<file path="src/rtl/issq_pkg.sv">
package issq_pkg;
  parameter int ENTRIES       = 8;
  parameter int SRCS          = 2;
  parameter int TAG_W         = 4;
  parameter int GROUPS        = 2;
  parameter int UNITS_PER_GRP = 2;
  parameter int ISSUE_W       = 2;
  parameter int LAT_W         = 3;
  parameter int SEQ_W         = 6;

  localparam int IDX_W  = $clog2(ENTRIES);
  localparam int GRP_W  = (GROUPS > 1) ? $clog2(GROUPS) : 1;
  localparam int UPG_W  = (UNITS_PER_GRP > 1) ? $clog2(UNITS_PER_GRP) : 1;
  localparam int UNITS  = GROUPS * UNITS_PER_GRP;
  localparam int UNIT_W = (UNITS > 1) ? $clog2(UNITS) : 1;

  typedef enum logic [1:0] {
    ST_WAIT  = 2'd0,
    ST_READY = 2'd1,
    ST_EXEC  = 2'd2
  } entState_t;

  typedef struct packed {
    logic                            dispFire;
    logic [IDX_W-1:0]                allocIdx;
    logic [ENTRIES-1:0]              issueMask;
    logic [ENTRIES-1:0][UNIT_W-1:0]  issueUnit;
  } strobes_t;
endpackage

</file>
<file path="src/rtl/issq_entries.sv">
module issq_entries
  import issq_pkg::*;
(
  input  logic                           clk,
  input  logic                           rstN,
  input  strobes_t                       strb,
  input  logic [SRCS-1:0][TAG_W-1:0]     dispTag,
  input  logic [SRCS-1:0]                dispRdy,
  input  logic [GRP_W-1:0]               dispGrp,
  input  logic [LAT_W-1:0]               dispLat,
  input  logic [SEQ_W-1:0]               dispSeq,
  input  logic                           wakeValid,
  input  logic [TAG_W-1:0]               wakeTag,
  output logic [ENTRIES-1:0]             validMask,
  output logic [ENTRIES-1:0]             readyMask,
  output logic [ENTRIES-1:0]             execMask,
  output logic [ENTRIES-1:0]             doneMask,
  output logic [ENTRIES-1:0][GRP_W-1:0]  grpOf,
  output logic [ENTRIES-1:0][SEQ_W-1:0]  seqOf,
  output logic [ENTRIES-1:0][UNIT_W-1:0] unitOf
);
  logic      [ENTRIES-1:0]                       vld;
  entState_t                                     st [ENTRIES];
  logic      [ENTRIES-1:0][SRCS-1:0][TAG_W-1:0]  srcTag;
  logic      [ENTRIES-1:0][SRCS-1:0]             srcRdy;
  logic      [ENTRIES-1:0][SRCS-1:0]             rdyNow;
  logic      [ENTRIES-1:0][LAT_W-1:0]            lat;
  logic      [ENTRIES-1:0][LAT_W-1:0]            cnt;
  logic      [SRCS-1:0]                          dispRdyW;

  // wakeup applied to stored sources and to the incoming instruction
  always_comb begin
    for (int e = 0; e < ENTRIES; e++)
      for (int s = 0; s < SRCS; s++)
        rdyNow[e][s] = srcRdy[e][s] | (wakeValid && (srcTag[e][s] == wakeTag));
    for (int s = 0; s < SRCS; s++)
      dispRdyW[s] = dispRdy[s] | (wakeValid && (dispTag[s] == wakeTag));
  end

  always_ff @(posedge clk) begin
    if (!rstN) begin
      vld    <= '0;
      srcTag <= '0;
      srcRdy <= '0;
      lat    <= '0;
      cnt    <= '0;
      grpOf  <= '0;
      seqOf  <= '0;
      unitOf <= '0;
      for (int e = 0; e < ENTRIES; e++) st[e] <= ST_WAIT;
    end else begin
      for (int e = 0; e < ENTRIES; e++) begin
        if (strb.dispFire && (strb.allocIdx == IDX_W'(e))) begin
          vld[e]    <= 1'b1;
          srcTag[e] <= dispTag;
          srcRdy[e] <= dispRdyW;
          grpOf[e]  <= dispGrp;
          lat[e]    <= dispLat;
          seqOf[e]  <= dispSeq;
          cnt[e]    <= '0;
          st[e]     <= (&dispRdyW) ? ST_READY : ST_WAIT;
        end else if (vld[e]) begin
          case (st[e])
            ST_WAIT: begin
              srcRdy[e] <= rdyNow[e];
              if (&rdyNow[e]) st[e] <= ST_READY;
            end
            ST_READY: begin
              if (strb.issueMask[e]) begin
                st[e]     <= ST_EXEC;
                cnt[e]    <= lat[e] - LAT_W'(1);
                unitOf[e] <= strb.issueUnit[e];
              end
            end
            default: begin
              if (cnt[e] == '0) vld[e] <= 1'b0;
              else              cnt[e] <= cnt[e] - LAT_W'(1);
            end
          endcase
        end
      end
    end
  end

  always_comb begin
    for (int e = 0; e < ENTRIES; e++) begin
      readyMask[e] = vld[e] && (st[e] == ST_READY);
      execMask[e]  = vld[e] && (st[e] == ST_EXEC);
      doneMask[e]  = vld[e] && (st[e] == ST_EXEC) && (cnt[e] == '0);
    end
  end
  assign validMask = vld;

  for (genvar e = 0; e < ENTRIES; e++) begin : g_chk
    assert_ready_has_ops_R3: assert property (@(posedge clk) disable iff (!rstN)
      readyMask[e] |-> (&srcRdy[e]));
    assert_wb_frees_slot_R9: assert property (@(posedge clk) disable iff (!rstN)
      doneMask[e] |=> !vld[e]);
    assert_issue_from_ready_R4: assert property (@(posedge clk) disable iff (!rstN)
      strb.issueMask[e] |-> readyMask[e]);
  end
endmodule

</file>
<file path="src/rtl/issq_ctrl.sv">
module issq_ctrl
  import issq_pkg::*;
(
  input  logic                              clk,
  input  logic                              rstN,
  input  logic                              dispValid,
  input  logic [ENTRIES-1:0]                validMask,
  input  logic [ENTRIES-1:0]                readyMask,
  input  logic [ENTRIES-1:0]                execMask,
  input  logic [ENTRIES-1:0][GRP_W-1:0]     grpOf,
  input  logic [ENTRIES-1:0][SEQ_W-1:0]     seqOf,
  input  logic [ENTRIES-1:0][UNIT_W-1:0]    unitOf,
  output strobes_t                          strb,
  output logic                              dispReady,
  output logic [IDX_W-1:0]                  dispIdx,
  output logic [SEQ_W-1:0]                  dispSeq,
  output logic [ISSUE_W-1:0]                issueValid,
  output logic [ISSUE_W-1:0][IDX_W-1:0]     issueIdx,
  output logic [ISSUE_W-1:0][UNIT_W-1:0]    issueUnit
);
  logic [GROUPS-1:0][UPG_W-1:0] ptrQ, ptrL;
  logic [UNITS-1:0]             busy, busyL;
  logic [ENTRIES-1:0]           taken;
  logic [SEQ_W-1:0]             seqQ;
  logic [IDX_W-1:0]             allocIdx;

  function automatic logic older(input logic [SEQ_W-1:0] a, input logic [SEQ_W-1:0] b);
    logic [SEQ_W-1:0] d;
    d = a - b;
    return d[SEQ_W-1];
  endfunction

  function automatic logic grpFree(input int g, input logic [UNITS-1:0] b);
    logic f;
    f = 1'b0;
    for (int k = 0; k < UNITS_PER_GRP; k++)
      if (!b[g*UNITS_PER_GRP + k]) f = 1'b1;
    return f;
  endfunction

  // lowest free slot takes the next dispatch
  always_comb begin
    allocIdx = '0;
    for (int e = ENTRIES-1; e >= 0; e--)
      if (!validMask[e]) allocIdx = IDX_W'(e);
  end
  assign dispReady = ~&validMask;
  assign dispIdx   = allocIdx;
  assign dispSeq   = seqQ;

  // oldest-first pick, round-robin unit choice per group
  always_comb begin
    int   g, uIdx, uSel, gu;
    logic found, got;
    logic [IDX_W-1:0] pick;
    busy = '0;
    for (int e = 0; e < ENTRIES; e++)
      if (execMask[e]) busy[unitOf[e]] = 1'b1;
    busyL      = busy;
    ptrL       = ptrQ;
    taken      = '0;
    issueValid = '0;
    issueIdx   = '0;
    issueUnit  = '0;
    strb           = '0;
    strb.dispFire  = dispValid && dispReady;
    strb.allocIdx  = allocIdx;
    g = 0; uIdx = 0; uSel = 0; gu = 0; found = 1'b0; got = 1'b0; pick = '0;
    for (int s = 0; s < ISSUE_W; s++) begin
      found = 1'b0;
      pick  = '0;
      for (int e = 0; e < ENTRIES; e++) begin
        if (readyMask[e] && !taken[e] && grpFree(int'(grpOf[e]), busyL) &&
            (!found || older(seqOf[e], seqOf[pick]))) begin
          pick  = IDX_W'(e);
          found = 1'b1;
        end
      end
      if (found) begin
        g    = int'(grpOf[pick]);
        got  = 1'b0;
        uSel = 0;
        for (int k = 0; k < UNITS_PER_GRP; k++) begin
          uIdx = (int'(ptrL[g]) + k) % UNITS_PER_GRP;
          if (!got && !busyL[g*UNITS_PER_GRP + uIdx]) begin
            got  = 1'b1;
            uSel = uIdx;
          end
        end
        gu                    = g*UNITS_PER_GRP + uSel;
        busyL[gu]             = 1'b1;
        ptrL[g]               = UPG_W'((uSel + 1) % UNITS_PER_GRP);
        taken[pick]           = 1'b1;
        issueValid[s]         = 1'b1;
        issueIdx[s]           = pick;
        issueUnit[s]          = UNIT_W'(gu);
        strb.issueMask[pick]  = 1'b1;
        strb.issueUnit[pick]  = UNIT_W'(gu);
      end
    end
  end

  always_ff @(posedge clk) begin
    if (!rstN) begin
      ptrQ <= '0;
      seqQ <= '0;
    end else begin
      ptrQ <= ptrL;
      if (strb.dispFire) seqQ <= seqQ + SEQ_W'(1);
    end
  end

  assert_alloc_free_R2: assert property (@(posedge clk) disable iff (!rstN)
    strb.dispFire |-> !validMask[strb.allocIdx]);
  assert_issue_width_R8: assert property (@(posedge clk) disable iff (!rstN)
    $countones(strb.issueMask) <= ISSUE_W);
  for (genvar s = 0; s < ISSUE_W; s++) begin : g_slot
    assert_unit_idle_R6: assert property (@(posedge clk) disable iff (!rstN)
      issueValid[s] |-> !busy[issueUnit[s]]);
    assert_pick_ready_R5: assert property (@(posedge clk) disable iff (!rstN)
      issueValid[s] |-> readyMask[issueIdx[s]]);
  end
endmodule

</file>
<file path="src/rtl/issue_sched.sv">
module issue_sched
  import issq_pkg::*;
(
  input  logic                      clk,
  input  logic                      rstN,
  input  logic                      dispValid,
  input  logic [SRCS*TAG_W-1:0]     dispTags,
  input  logic [SRCS-1:0]           dispSrcRdy,
  input  logic [GRP_W-1:0]          dispGrp,
  input  logic [LAT_W-1:0]          dispLat,
  input  logic                      wakeValid,
  input  logic [TAG_W-1:0]          wakeTag,
  output logic                      dispReady,
  output logic [IDX_W-1:0]          dispIdx,
  output logic [ISSUE_W-1:0]        issueValid,
  output logic [ISSUE_W*IDX_W-1:0]  issueIdx,
  output logic [ISSUE_W*UNIT_W-1:0] issueUnit,
  output logic [ENTRIES-1:0]        wbMask
);
  strobes_t                          strb;
  logic [ENTRIES-1:0]                validMask, readyMask, execMask, doneMask;
  logic [ENTRIES-1:0][GRP_W-1:0]     grpOf;
  logic [ENTRIES-1:0][SEQ_W-1:0]     seqOf;
  logic [ENTRIES-1:0][UNIT_W-1:0]    unitOf;
  logic [SEQ_W-1:0]                  dispSeq;
  logic [SRCS-1:0][TAG_W-1:0]        tagVec;
  logic [ISSUE_W-1:0][IDX_W-1:0]     idxVec;
  logic [ISSUE_W-1:0][UNIT_W-1:0]    unitVec;

  assign tagVec    = dispTags;
  assign issueIdx  = idxVec;
  assign issueUnit = unitVec;
  assign wbMask    = doneMask;

  issq_ctrl u_ctrl (
    .clk(clk), .rstN(rstN), .dispValid(dispValid),
    .validMask(validMask), .readyMask(readyMask), .execMask(execMask),
    .grpOf(grpOf), .seqOf(seqOf), .unitOf(unitOf),
    .strb(strb), .dispReady(dispReady), .dispIdx(dispIdx), .dispSeq(dispSeq),
    .issueValid(issueValid), .issueIdx(idxVec), .issueUnit(unitVec)
  );

  issq_entries u_entries (
    .clk(clk), .rstN(rstN), .strb(strb),
    .dispTag(tagVec), .dispRdy(dispSrcRdy), .dispGrp(dispGrp),
    .dispLat(dispLat), .dispSeq(dispSeq),
    .wakeValid(wakeValid), .wakeTag(wakeTag),
    .validMask(validMask), .readyMask(readyMask), .execMask(execMask),
    .doneMask(doneMask), .grpOf(grpOf), .seqOf(seqOf), .unitOf(unitOf)
  );
endmodule

</file>
<file path="config.mk">
export PLATFORM = sky130hd
export DESIGN_NAME = issue_sched
export DESIGN_NICKNAME = d
export VERILOG_FILES = /design/src/rtl/issq_pkg.sv /design/src/rtl/issq_entries.sv /design/src/rtl/issq_ctrl.sv /design/src/rtl/issue_sched.sv
export SDC_FILE = /design/constraint.sdc
export NUM_CORES = 1
export LEC_CHECK = 0
export BUFFER_PORTS_ARGS = -buffer_cell sky130_fd_sc_hd__buf_2
export CAP_MARGIN = 5
export CELL_PAD_IN_SITES_DETAIL_PLACEMENT = 1
export CELL_PAD_IN_SITES_GLOBAL_PLACEMENT = 2
export CORE_ASPECT_RATIO = 0.9
export CORE_MARGIN = 2
export CORE_UTILIZATION = 38
export DETAILED_ROUTE_END_ITERATION = 8
export PLACE_DENSITY = 0.86
export SLEW_MARGIN = 20
export SYNTH_ARGS = -nofsm -noshare
export SYNTH_HDL_FRONTEND = slang
export SYNTH_SLANG_ARGS = --single-unit
</file>
<file path="constraint.sdc">
create_clock -name clk -period 43.2 [get_ports clk]
set_input_delay 2.16 -clock clk [delete_from_list [all_inputs] [get_ports clk]]
set_output_delay 2.16 -clock clk [all_outputs]
set_load 0.05 [all_outputs]
</file>
==> results.ini, run 1 <==
[run_status]
outcome=finished clean

[synth]
seq_area_frac_synth=0.283
synth-seq-cells=232
yosys.area_share.adder=0.0450
yosysTopAreaCellShare=0.255
synth_xor_area_frac=0.0531
yosys.area_share.simple=0.266
yosysWarnings=0
syn-cell-area_um2=16900
synthesis.nets=2376
syn_avg_cell_area_um2=7.39
synth_cell_types=115
muxShareOfSynthArea=0.0526
yosysTopAreaCell=dfxtp_1
synth_edf_count=16
yosys-top-cells-area=dfxtp_1, nand2_1, a21oi_1
postSynth.asyncResetShare=0
synth_compound_area_frac=0.253
synth-main-ff-cell=dfxtp_1
synth_top_family_by_area=simple AND/OR/NAND/NOR gates
syn_inst=2293

[global_route]
overflow=0
grt_pass1_wl_um=109000
grt_pass1_vias=17500
track_usage=0.312
grt_max_degree=72
antenna_found_initial=0

[floorplan]
die_h_um=204
io_pins=46
rows=73
dieArea_um2=46300
core_um2=44100
die_w_um=227
start_util=0.384

[hold_path]
hp-start=u_entries.lat[14]
worstHoldEndpoint=u_entries.lat[14]
worstHoldPathCells=2
hp-class=register to register

[power_and_ir_drop]
p_sw_frac=0.283
power_density_nw_per_um2=29.0
p_switching_uw=153
p_leak_uw=0.00715
seqPwrFrac=0.416
clkPwrFrac=0.459
finalPower_uw=541
internal_power_uw=388
irDropWorstVdd_mv=0.0314
combPwrFrac=0.125

[critical_path]
slowest_delay_ps=640
end_kind=output pin
slowest_stage=a21oi_1
r2r_cells=149
worstReg2RegStart=u_entries.validMask[4]
path_max_fanout=13
worstPathArrival_ps=36980
reg2reg_slack_ps=6290
timing.rr.end=u_entries.st[0][13]
crit_path_frequent_cell=a21oi_1
worstPathRequired_ps=41040
crit_start=u_entries.validMask[4]
startpoint_type=register
criticalPathCategory=register to output pin

[drt]
wl_met1_um=33900
final_antenna_net_count=0
wl_met2_um=31100
wl_met3_um=6510
vias=17900
drt_first_pass_iters=5
wl_per_cell_um=25.4
dr.max_layer_used=met4
routed_wl_um=73100
drtIter0Drc=1810
via_per_inst=6.20
drcViolationCount=0

[timing]
maxSlewViolCount=0
fmax_mhz=25.5
worst_pin_slew_ps=1080
fin_setup_tns_ps=0
final-hold-violation-count=0
finalClockSkew_ps=11.8
final.period_utilization=0.906
setup_violations=0
slew_headroom=0.276
fin_crit_ps=39140
rsz0062_at_grt=false

[clock_network]
cts_buffer_depth=3
h-tree-depth=1
cts_hold_buffers=0
cts_sinks=232
path_clk_slew_ps=60
clk_latency_ps=570
cts_setup_buffers=0
cts-root-buf=clkbuf_16
cts_resized=0
cts_buffers=27
cts_tree=built

[final_layout]
final_common_cell=nand2_1
drive_above_1_share=0.0907
final_cell_mix=nand2_1, a21oi_1, dfxtp_1
area_growth_pct=10.1
insertedDiodeCount=0
nNetsFinal=2345
utilization=0.423

[placed_design]
portBuffers=45
gp_congestion=0.992
dp_hpwl_um=55500

[flow_run]
maxCapViolations=0

-- metrics by stage --
step | instances | hold WS, ps | area (um2) | setup WS [ps]
after floorplan | 2293 | 431 | 16900 | 9980
after global placement | 2833 | 442 | 17700 | 6910
after detailed placement | 2833 | 450 | 17700 | 5480
after CTS | 2883 | 461 | 18700 | 4740
after global routing | 2883 | 483 | 18700 | 1380
final | 2883 | 463 | 18700 | 4060
-- synthesized netlist by cell type, types with 8 or more instances --
cell / instances
o21a_1: 8
and3_1: 14
a311oi_1: 10
a21oi_1: 262
nand4_1: 30
xor2_1: 65
a31oi_1: 29
o2111ai_1: 8
ha_1: 61
nand3b_1: 17
nor3_1: 41
dfxtp_1: 216
nand2b_1: 17
inv_1: 53
mux2i_1: 66
o31ai_1: 10
o211ai_1: 18
nor2b_1: 28
mux2_2: 11
or3_1: 17
nand2_1: 455
a21o_1: 30
nor4_1: 14
and2_1: 25
a2bb2oi_1: 10
buf_2: 9
nand3_1: 48
a22oi_1: 8
a211oi_1: 32
nor3b_1: 9
nor2_1: 191
xnor2_1: 34
o21ai_1: 19
buf_1: 8
o21ai_0: 87
clkbuf_1: 125
nand4b_1: 8
edfxtp_1: 16
-- worst max-delay path: cells and delay by family, from the launching register on --
kind / cells / cell delay, ps
buffers and inverters: 4 / 690
AO/OA/AOI/OAI: 80 / 19180
XOR/XNOR: 4 / 980
AND/OR/NAND/NOR: 41 / 8950
multiplexers: 7 / 2240
adder cells (fa/ha/maj): 12 / 3690
flip-flops: 1 / 620
-- logic make-up after synthesis --
group / count (synthesis)
adders and majority gates: 61
DFF: 232
and+or+nand+nor: 964
buffers and inverters: 203
AOI/OAI and AO/OA: 647
muxes: 85
xor gates and xnor gates: 101
-- power groups by stage --
| stage | Clock [uW] | Sequential [uW] | Combinational (uW) |
|---|---|---|---|
| floorplan | 0 | 227 | 47.2 |
| global placement | 0 | 230 | 64.5 |
| detailed placement | 0 | 230 | 66.0 |
| CTS | 251 | 225 | 66.4 |
| global route | 261 | 226 | 72.4 |
| finish | 248 | 225 | 67.4 |
-- worst max-delay path by stage --
stage | cells past startpoint | slack [ps] | end
finish | 148 | 4060 | issueUnit[2]
global route | 148 | 1380 | issueUnit[2]
detailed placement | 148 | 5480 | issueUnit[2]
global placement | 145 | 6910 | issueUnit[2]
floorplan | 151 | 9980 | issueUnit[2]
CTS | 145 | 4740 | issueUnit[2]
-- sequential cells by signal, indices dropped and copies added, names as in the netlist --
signal / cells
u_entries.unitOf: 16
u_ctrl.ptrQ: 2
u_entries.st: 16
u_entries.lat: 24
u_entries.seqOf: 48
u_entries.cnt: 24
u_entries.srcTag: 64
u_ctrl.dispSeq: 6
u_entries.srcRdy: 16
u_entries.grpOf: 8
u_entries.validMask: 8
-- layout make-up --
| cell class | instances | area, um2 |
|---|---|---|
| clock buffers | 33 | 739 |
| clock inverters | 17 | 223 |
| fillers | 5485 | 25500 |
| inverters | 54 | 208 |
| multi-input cells | 1858 | 11400 |
| flip-flops and latches | 232 | 4800 |
| well taps | 600 | 751 |
| repair buffers | 89 | 556 |
-- routing by layer --
| metal | vias to the layer above | track usage |
|---|---|---|
| met5 | - | 0 |
| met4 | 0 | 0.0688 |
| met3 | 110 | 0.0772 |
| met2 | 683 | 0.474 |
| met1 | 8937 | 0.443 |
| li1 | 8143 | - |
No activity file was read; power rests on OpenSTA's default activity.
==> run 2: changes to the inputs <==
--- a/config.mk
+++ b/config.mk
@@ -13,7 +13,9 @@
 export CORE_MARGIN = 2
 export CORE_UTILIZATION = 38
 export DETAILED_ROUTE_END_ITERATION = 8
+export MAX_ROUTING_LAYER = met4
 export PLACE_DENSITY = 0.86
+export RECOVER_POWER = 25
 export SLEW_MARGIN = 20
 export SYNTH_ARGS = -nofsm -noshare
 export SYNTH_HDL_FRONTEND = slang
==> run 2 against run 1 <==
Against the previous run:
- the run now ends with max-capacitance violations, max-slew violations left
- sequential share of layout area grew 0.066 points
- die area did not move
- via count is 0.10% lower
- sequential cell count unchanged
- critical path type unchanged
- critical endpoint unchanged
- largest cell class unchanged
- largest power group unchanged
- highest routed layer unchanged
==> results.ini, run 2 (synthesis gave the netlist of run 1 again) <==
[run_status]
outcome=complete, but fails checks
failed_checks=max-capacitance violations, max-slew violations

[hold_path]
worstHoldEndpoint=u_entries.seqOf[4]
hp-start=u_entries.seqOf[4]
worstHoldPathCells=2
hp-class=register to register

[floorplan]
io_pins=46
core_um2=44100
start_util=0.384
dieArea_um2=46300
die_h_um=204
rows=73
die_w_um=227

[placed_design]
dp_hpwl_um=55100
portBuffers=45
dp_cells=2838
place_ws_ps=5400
gp_congestion=0.999

[clock_network]
cts_buffers=26
cts_setup_buffers=0
cts_tree=built
cts_buffer_depth=3
h-tree-depth=1
cts_resized=0
cts_hold_buffers=0
cts_sinks=232
clk_latency_ps=550
path_clk_slew_ps=70
cts-root-buf=clkbuf_16

[critical_path]
worstPathArrival_ps=37100
timing.rr.end=u_entries.st[0][13]
r2r_cells=146
path_max_fanout=13
slowest_delay_ps=660
worstReg2RegStart=u_entries.validMask[4]
worstPathRequired_ps=41040
slowest_stage=a21oi_1
crit_path_frequent_cell=a21oi_1
startpoint_type=register
end_kind=output pin
criticalPathCategory=register to output pin
reg2reg_slack_ps=6140

[power_and_ir_drop]
irDropWorstVdd_mv=0.0236
p_leak_uw=0.00713
power_density_nw_per_um2=28.4

[final_layout]
drive_above_1_share=0.0879
largest_register_ffs=64
area_growth_pct=9.83
final_cell_mix=nand2_1, a21oi_1, dfxtp_1
fin_cells=2888
nNetsFinal=2349
reg_top3=u_entries.srcTag (64), u_entries.seqOf (48)
final_common_cell=nand2_1
largest-register=u_entries.srcTag

[timing]
final.period_utilization=0.909
fmax_mhz=25.5
final.setup.worst_slack_ps=3940
fin_crit_ps=39260
finalClockSkew_ps=13.6
setup_violations=0
worst_pin_slew_ps=2980
slew_headroom=-0.987
final-hold-violation-count=0
fin_setup_tns_ps=0
rsz0062_at_grt=false
whs_ps=457
maxSlewViolCount=166

[drt]
drt_first_pass_iters=8
via_per_inst=6.18
drtIter0Drc=1677
final_antenna_net_count=0
drcViolationCount=0
wl_per_cell_um=25.2
vias=17900
routed_wl_um=72900

[global_route]
grt_max_degree=70
antenna_found_initial=3
grt_pass1_wl_um=109000
track_usage=0.320
grt_pass1_vias=17700
overflow=0

[flow_run]
maxCapViolations=3

run 2: worst max-delay path by stage:
stage	start	end	cells after the start
finish	u_entries.validMask[4]	issueUnit[2]	145
global route	u_entries.seqOf[2]	issueUnit[2]	149
CTS	u_entries.validMask[4]	issueUnit[2]	146
detailed placement	u_entries.validMask[4]	issueUnit[2]	146
global placement	u_entries.validMask[4]	issueUnit[2]	148
floorplan	u_entries.st[0][1]	issueUnit[2]	151
run 2: area by class of cell:
| class | instances | area, um2 |
|---|---|---|
| fillers | 5461 | 25500 |
| inverters | 54 | 204 |
| clock buffers | 35 | 704 |
| repair buffers | 94 | 586 |
| diodes | 2 | 5.00 |
| multi-input cells | 1858 | 11400 |
| flip-flops and latches | 232 | 4800 |
| well taps | 600 | 751 |
| clock inverters | 13 | 188 |
run 2: where the power goes:
group	internal [uW]	switching, uW	total [uW]
Clock	139	96.6	236
Sequential	220	5.20	225
Combinational	20.5	47.6	68.1
Total	380	149	529
run 2: metal layers:
layer | vias to the layer above | part of all wire | GRT usage
li1 | 8137 | - | -
met2 | 659 | 0.43 | 0.469
met1 | 8940 | 0.46 | 0.445
met3 | 119 | 0.092 | 0.0697
met4 | 0 | 0.023 | 0.0773
met5 | - | 0 | -
run 2: metrics by stage:
stage / cell area (um2) / total power [uW] / util
floorplan: 16900 / 274 / -
global placement: 17700 / 294 / 0.402
detailed placement: 17700 / 296 / 0.402
CTS: 18600 / 531 / 0.422
global route: 18600 / 547 / 0.422
finish: 18600 / 529 / 0.422
run 2: worst max-delay path: cells and delay by family (launching register included):
family,cells,cell delay [ps]
adders and majority gates,12,3640
muxes,6,1820
AOI/OAI and AO/OA,78,19210
xor gates and xnor gates,4,1050
and+or+nand+nor,42,9550
DFF,1,630
buffers and inverters,3,570
